**src/rtl/irq_ack_pkg.sv**
```systemverilog
package irq_ack_pkg;

    typedef enum logic [1:0] {
        ST_IDLE = 2'd0,
        ST_ACK1 = 2'd1,
        ST_GAP  = 2'd2,
        ST_ACK2 = 2'd3
    } ack_state_e;

    typedef struct packed {
        logic req;
        logic second;
    } bus_ctl_t;

    function automatic bus_ctl_t ctl_for(ack_state_e s);
        bus_ctl_t c;
        c.req    = (s == ST_ACK1) || (s == ST_ACK2);
        c.second = (s == ST_ACK2);
        return c;
    endfunction

endpackage

```
**src/rtl/irq_sync.sv**
```systemverilog
module irq_sync #(
    parameter int STAGES = 2
) (
    input  logic clk,
    input  logic rst,
    input  logic async_in,
    output logic sync_out
);
    logic [STAGES-1:0] chain;

    always_ff @(posedge clk) begin
        if (rst) chain <= '0;
        else     chain <= {chain[STAGES-2:0], async_in};
    end

    assign sync_out = chain[STAGES-1];
endmodule

```
**src/rtl/irq_accept_gate.sv**
```systemverilog
module irq_accept_gate (
    input  logic req_sync,
    input  logic ie,
    input  logic boundary,
    input  logic idle,
    output logic accept
);
    assign accept = req_sync & ie & boundary & idle;
endmodule

```
**src/rtl/irq_ack_fsm.sv**
```systemverilog
module irq_ack_fsm
    import irq_ack_pkg::*;
(
    input  logic       clk,
    input  logic       rst,
    input  logic       accept,
    input  logic       bus_done,
    output ack_state_e state,
    output bus_ctl_t   ctl,
    output logic       capture
);
    ack_state_e nxt;

    always_comb begin
        nxt = state;
        unique case (state)
            ST_IDLE: if (accept)   nxt = ST_ACK1;
            ST_ACK1: if (bus_done) nxt = ST_GAP;
            ST_GAP:                nxt = ST_ACK2;
            ST_ACK2: if (bus_done) nxt = ST_IDLE;
            default:               nxt = ST_IDLE;
        endcase
    end

    always_ff @(posedge clk) begin
        if (rst) state <= ST_IDLE;
        else     state <= nxt;
    end

    assign ctl     = ctl_for(state);
    assign capture = (state == ST_ACK2) && bus_done;

    assert_bus_req_hold_R9: assert property (@(posedge clk) disable iff (rst)
        (ctl.req && !bus_done) |=> ctl.req);
    assert_gap_between_cycles_R5: assert property (@(posedge clk) disable iff (rst)
        (ctl.req && !ctl.second && bus_done) |=> !ctl.req);
    assert_second_follows_gap_R5: assert property (@(posedge clk) disable iff (rst)
        (state == ST_GAP) |=> (ctl.req && ctl.second));
endmodule

```
**src/rtl/irq_vector_latch.sv**
```systemverilog
module irq_vector_latch #(
    parameter int DATA_W = 32,
    parameter int VEC_W  = 8
) (
    input  logic              clk,
    input  logic              rst,
    input  logic              capture,
    input  logic [DATA_W-1:0] data,
    output logic [VEC_W-1:0]  vector,
    output logic              valid
);
    always_ff @(posedge clk) begin
        if (rst) begin
            vector <= '0;
            valid  <= 1'b0;
        end else begin
            valid <= capture;
            if (capture) vector <= data[VEC_W-1:0];
        end
    end

    assert_valid_single_R7: assert property (@(posedge clk) disable iff (rst)
        valid |=> !valid);
    assert_vector_stable_R6: assert property (@(posedge clk) disable iff (rst)
        !capture |=> $stable(vector));
endmodule

```
**src/rtl/irq_ack_seq.sv**
```systemverilog
module irq_ack_seq
    import irq_ack_pkg::*;
#(
    parameter int SYNC_STAGES = 2,
    parameter int DATA_W      = 32,
    parameter int VEC_W       = 8
) (
    input  logic              clk,
    input  logic              rst,
    input  logic              irq_req,
    input  logic              irq_enable,
    input  logic              insn_boundary,
    input  logic              bus_done,
    input  logic [DATA_W-1:0] bus_data,
    output logic              bus_req,
    output logic              ack_second,
    output logic              busy,
    output logic [VEC_W-1:0]  vector,
    output logic              vector_valid
);
    logic       req_s;
    logic       accept;
    logic       capture;
    ack_state_e state;
    bus_ctl_t   ctl;

    irq_sync #(.STAGES(SYNC_STAGES)) u_sync (
        .clk(clk), .rst(rst), .async_in(irq_req), .sync_out(req_s)
    );

    irq_accept_gate u_gate (
        .req_sync(req_s), .ie(irq_enable), .boundary(insn_boundary),
        .idle(state == ST_IDLE), .accept(accept)
    );

    irq_ack_fsm u_fsm (
        .clk(clk), .rst(rst), .accept(accept), .bus_done(bus_done),
        .state(state), .ctl(ctl), .capture(capture)
    );

    irq_vector_latch #(.DATA_W(DATA_W), .VEC_W(VEC_W)) u_vec (
        .clk(clk), .rst(rst), .capture(capture), .data(bus_data),
        .vector(vector), .valid(vector_valid)
    );

    assign bus_req    = ctl.req;
    assign ack_second = ctl.second;
    assign busy       = (state != ST_IDLE);

    assert_start_gated_R3: assert property (@(posedge clk) disable iff (rst)
        ($rose(busy)) |-> $past(irq_enable && insn_boundary));
    assert_valid_after_second_R6: assert property (@(posedge clk) disable iff (rst)
        vector_valid |-> $past(ack_second && bus_done));
endmodule

```
**config.mk**
```make
export PLATFORM = sky130hd
export DESIGN_NAME = irq_ack_seq
export DESIGN_NICKNAME = d
export VERILOG_FILES = /design/src/rtl/irq_ack_pkg.sv /design/src/rtl/irq_sync.sv /design/src/rtl/irq_accept_gate.sv /design/src/rtl/irq_ack_fsm.sv /design/src/rtl/irq_vector_latch.sv /design/src/rtl/irq_ack_seq.sv
export SDC_FILE = /design/constraint.sdc
export NUM_CORES = 1
export LEC_CHECK = 0
export BUFFER_PORTS_ARGS = -buffer_cell sky130_fd_sc_hd__clkbuf_2
export CORE_MARGIN = 1.5
export CORE_UTILIZATION = 39
export CTS_CLUSTER_DIAMETER = 50
export DETAILED_ROUTE_END_ITERATION = 7
export PLACE_DENSITY = 0.79
export SLEW_MARGIN = 15
export SYNTH_ARGS = -nofsm -noshare
export SYNTH_HDL_FRONTEND = slang
export SYNTH_SLANG_ARGS = --single-unit
```
**constraint.sdc**
```tcl
create_clock -name clk -period 3.19 [get_ports clk]
set_input_delay 0.319 -clock clk [delete_from_list [all_inputs] [get_ports clk]]
set_output_delay 0.319 -clock clk [all_outputs]
set_load 0.01 [all_outputs]
```
**Word-level counts from Yosys, hierarchy flattened**

Index checks and enable logic that the tools add are counted.

- Bits in registers: 13
- Input bits: 38
- Output and inout bits: 12
- Logic and storage cells: 22

- Equal/unequal tests: 6
- Mux-type cells: 4
- Bitwise operators: 3
- Reduce and logical (&&, ||, !) cells: 5

Operator list:

| operator | number |
|---|---|
| $pmux W2 S4 | 1 |
| $mux W2 | 3 |
| $ne A2 B2 Y1 const B | 3 |
| $eq A2 B2 Y1 const B | 2 |
| $and A1 B1 Y1 | 3 |
| $reduce_and A3 Y1 | 1 |
| $eq A2 B1 Y1 const B | 1 |
| $logic_not A2 Y1 | 1 |
| $reduce_bool A2 Y1 | 1 |
| $logic_and A1 B1 Y1 | 1 |
| $logic_or A1 B1 Y1 | 1 |

**Depth between registers and ports, before layout**

- Depth in word-level cells: 5
- Gate-level depth with buffers: 5
- Mapped depth without buffers: 5

**Hierarchy**

From an unflattened synthesis, not the netlist that was laid out.

- Cell total of the unflattened synthesis: 55
- Area total of the unflattened synthesis: 581.8 um^2

By module, submodules not included:

| module | times used | cells an instance | area an instance (um^2) | sequential area each (um^2) |
|---|---|---|---|---|
| irq_vector_latch | 1 | 28 | 312.8 | 180.2 |
| irq_ack_fsm | 1 | 20 | 197.7 | 40.0 |
| irq_sync | 1 | 4 | 52.6 | 40.0 |
| irq_ack_seq | 1 | 2 | 10.0 | 0.0 |
| irq_accept_gate | 1 | 1 | 8.8 | 0.0 |

**Least setup slack after synthesis**

OpenSTA, ideal clock, no wires.

- Path type: register to register
- From: register u_fsm.state[0]
- To: register u_fsm.state[0]
- Library setup time: 0.072 ns
- Data arrival time: 1.149 ns
- Required time: 3.118 ns
- Path slack: 1.969 ns
- Cell stages (with the launch flop): 6
- Path buffers: 1
- Clock period less this slack: 1.221 ns
- Cells stage by stage: dfxtp_1 > ha_1 > buf_6 > nor2_4 > a2bb2oi_2 > mux2i_1

- Elaborated cells between the ends (all ways): 10

RTL lines:

| element | line | source |
|---|---|---|
| start: declaration | irq_ack_fsm.sv:8 | `output ack_state_e state,` |
| start signal: assignment | irq_ack_fsm.sv:27 | `else state <= nxt;` |
| $eq A2 B2 Y1 * | - |  |
| named net ack_second | irq_ack_seq.sv:16 | `output logic ack_second,` |
| $ne A2 B2 Y1 (no source line) | - |  |
| $reduce_and A3 Y1 (no source line) | - |  |

The timed path passes the listed nets; every way through them passes the cells marked *.
A chain may end at the register's enable or synchronous reset.

**Worst setup path in the final report**

- From: register u_fsm.state[0]
- To: output port bus_req

- Cells in the longest elaborated chain, start to end: 2
- Elaborated cells between the ends (all ways): 3

RTL lines:

| element | line | source |
|---|---|---|
| $eq A2 B1 Y1 or $eq A2 B2 Y1 (tied branches) | irq_ack_pkg.sv:17 | `c.req = (s == ST_ACK1) \|\| (s == ST_ACK2);` |
| $logic_or A1 B1 Y1 * | irq_ack_pkg.sv:17 |  |
| end: declaration | irq_ack_seq.sv:15 | `output logic bus_req,` |

Mark *: on every way between the ends. The rest lies on a longest branch, timed or not.

==> impl_metrics.ini <==
[finish]
num-fill-cells = 145
stdcell_count = 103
drive_gt1_share_pct = 35.23
nets = 132
multiInputGateArea_um2 = 272.8
syn_to_final_growth_pct = 24.24
diodes = 0
design_area_um2 = 718.2
register_area_um2 = 260.3

[global_route]
antenna_found_initial = 0
grt_pass1_vias = 467
overflow = 0
grt_max_degree = 16
grt_usage_pct = 14.67
grt_pass1_wl_um = 1911

[timing]
finalSetupViolations = 0
setup_ws_ns = 1.521
rsz0062_at_grt = false
relSlewSlack_pct = 70.12
report.final.slew_viol_count = 0
max_freq_ghz = 0.5993
final.setup.tns_ns = 0
min_period_over_period_pct = 52.31
hold_violations = 0
final.min_clock_period_ns = 1.669
finClkSkew_ns = 0.001478
worst_pin_slew_ns = 0.4482
holdWs_ns = 0.2568

[power_and_ir_drop]
irDropWorstVdd_v = 0.0002524
powerDensity_nw_per_um2 = 505.7
leakage_uw = 0.0003316

[status]
status = finished clean

[floorplan]
dieHeight_um = 41.50
start_util_pct = 43.34
die_w_um = 41.50
core_area_um2 = 1334
num_rows = 13
io_pins = 50
die_area_um2 = 1722

[cts]
clkTransAtPathRegs_ns = 0.08
clk_latency_ns = 0.27
cts.sinks = 13
cts_tree = built
cts_buffers = 3
h-tree-depth = 1
clockBufferDepth = 2
cts-hold-fix-buffers = 0
ctsResizeCount = 0
post_cts_buffers = 0
root_buffer = clkbuf_4

[logic_synthesis]
synth_area_um2 = 578.1
ys_ff_latch = 13
synth_fp_nets = 105
syn_area_per_cell_um2 = 9.323
yosysSeqAreaShare_pct = 45.02
ys_warn_count = 0
yosys.cell_types.count = 17
syn-instance-count = 62

[drt]
drc = 0
avgRoutedWirePerCell_um = 10.35
dr.pass1.iters = 3
viasPerCell = 4.728
via_count = 487
drtIter0Drc = 6
wl_um = 1066
ant_nets = 0

[worst_setup_path]
cp.required_ns = 2.87
path_cells = ha_1, nor2_4, inv_1, clkbuf_2
path_max_fanout = 11
arrival_ns = 1.35
cp-end-kind = output port
slowest_delay_ns = 0.46
worstSetupStartpointType = register
critical_path_class = reg -> out
cpMaxStageDelayCell = ha_1

[placed_design]
post-dp-hpwl_um = 818.2
place.gp.congestion = 0.7244
dpl-instance-area_um2 = 691.9
numPortBuffers = 25
pre_cts_ws_ns = 1.795
dp.cells = 99

[worst_hold_path]
min-delay-path-class = in -> reg

[job]
cap_violations = 0
==> final cells by class <==
class	count	area share, %
clock buffers	4	3.659
inverters	4	2.091
repair buffers	25	17.42
flip-flops and latches	13	36.24
well taps	15	2.613
multi-input cells	42	37.98
==> cells in the final DEF, fill, tap and decap left out, drive strengths merged <==
cell type / count
a21oi: 8
a2bb2oi: 1
clkbuf: 29
dfxtp: 13
ha: 5
inv: 4
mux2i: 2
nand2: 9
nand2b: 3
nand3: 9
nor2: 2
nor2b: 2
o21bai: 1
==> metal layers <==
layer | up-vias | track usage, % | wire length, um
li1 | 258 | - | -
met3 | 2 | 3.913 | 63
met2 | 17 | 23.13 | 523
met4 | 0 | 9.677 | 11
met1 | 210 | 17.34 | 468
met5 | - | 0 | 0
==> cells by family after synthesis <==
family / after synthesis / share of synthesized area (%)
adder cells (fa/ha/maj): 5 / 10.82
AO/OA/AOI/OAI: 10 / 10.82
AND/OR/NAND/NOR: 25 / 22.08
buffers and inverters: 7 / 7.790
flip-flops: 13 / 45.02
multiplexers: 2 / 3.463
==> critical path, delay by kind of cell (launching register included) <==
family        cells  cell delay (ns)
flops             1             0.39
buf+inv           2             0.18
simple gates      1             0.06
fa+ha+maj         1             0.46
==> report_power, final <==
part / switching [uW] / leakage (uW) / total (uW) / internal, uW
Sequential: 6.30 / 0.000105 / 176 / 170
Clock: 51.6 / 0.0000150 / 99.9 / 48.4
Combinational: 45.3 / 0.000211 / 87.5 / 42.2
Total: 103 / 0.000332 / 363 / 260
==> synth_stat cells <==
cell type / count / area (um2)
buf_2: 1 / 5.000
buf_6: 1 / 11.26
nor2b_1: 2 / 12.51
nor2_4: 1 / 11.26
nand2b_1: 3 / 18.77
nand2_2: 1 / 6.260
a2bb2oi_2: 1 / 15.01
mux2i_1: 2 / 20.02
nand3_1: 9 / 45.04
dfxtp_1: 13 / 260.3
nor2_1: 1 / 3.750
ha_1: 5 / 62.56
clkbuf_8: 1 / 13.76
o21bai_1: 1 / 7.510
a21oi_1: 8 / 40.04
nand2_1: 8 / 30.03
inv_1: 4 / 15.01
==> stage by stage <==
| step | total power, uW | utilization (%) |
|---|---|---|
| after floorplan | 241.5 | - |
| after global placement | 264.1 | 51.88 |
| after detailed placement | 267.8 | 51.88 |
| after CTS | 368.9 | 53.85 |
| after global routing | 385.7 | 53.85 |
| final | 363.2 | 53.85 |
==> state kept, by name, summed over array words and instances (netlist names) <==
| signal | cells |
|---|---|
| u_fsm.state | 2 |
| u_sync.chain | 2 |
| u_vec.valid | 1 |
| u_vec.vector | 8 |
==> path summary, 6_finish.rpt <==
path,start,to,slack (ns),depth (start not counted)
setup / recovery,u_fsm.state[0],bus_req,1.52,4
hold / removal,irq_req,u_sync.chain[0],0.26,2
setup reg to reg,u_fsm.state[0],u_vec.vector[1],1.83,4
hold reg to reg,u_sync.chain[0],u_sync.chain[1],0.45,1
No activity file was read; power rests on OpenSTA's default activity.
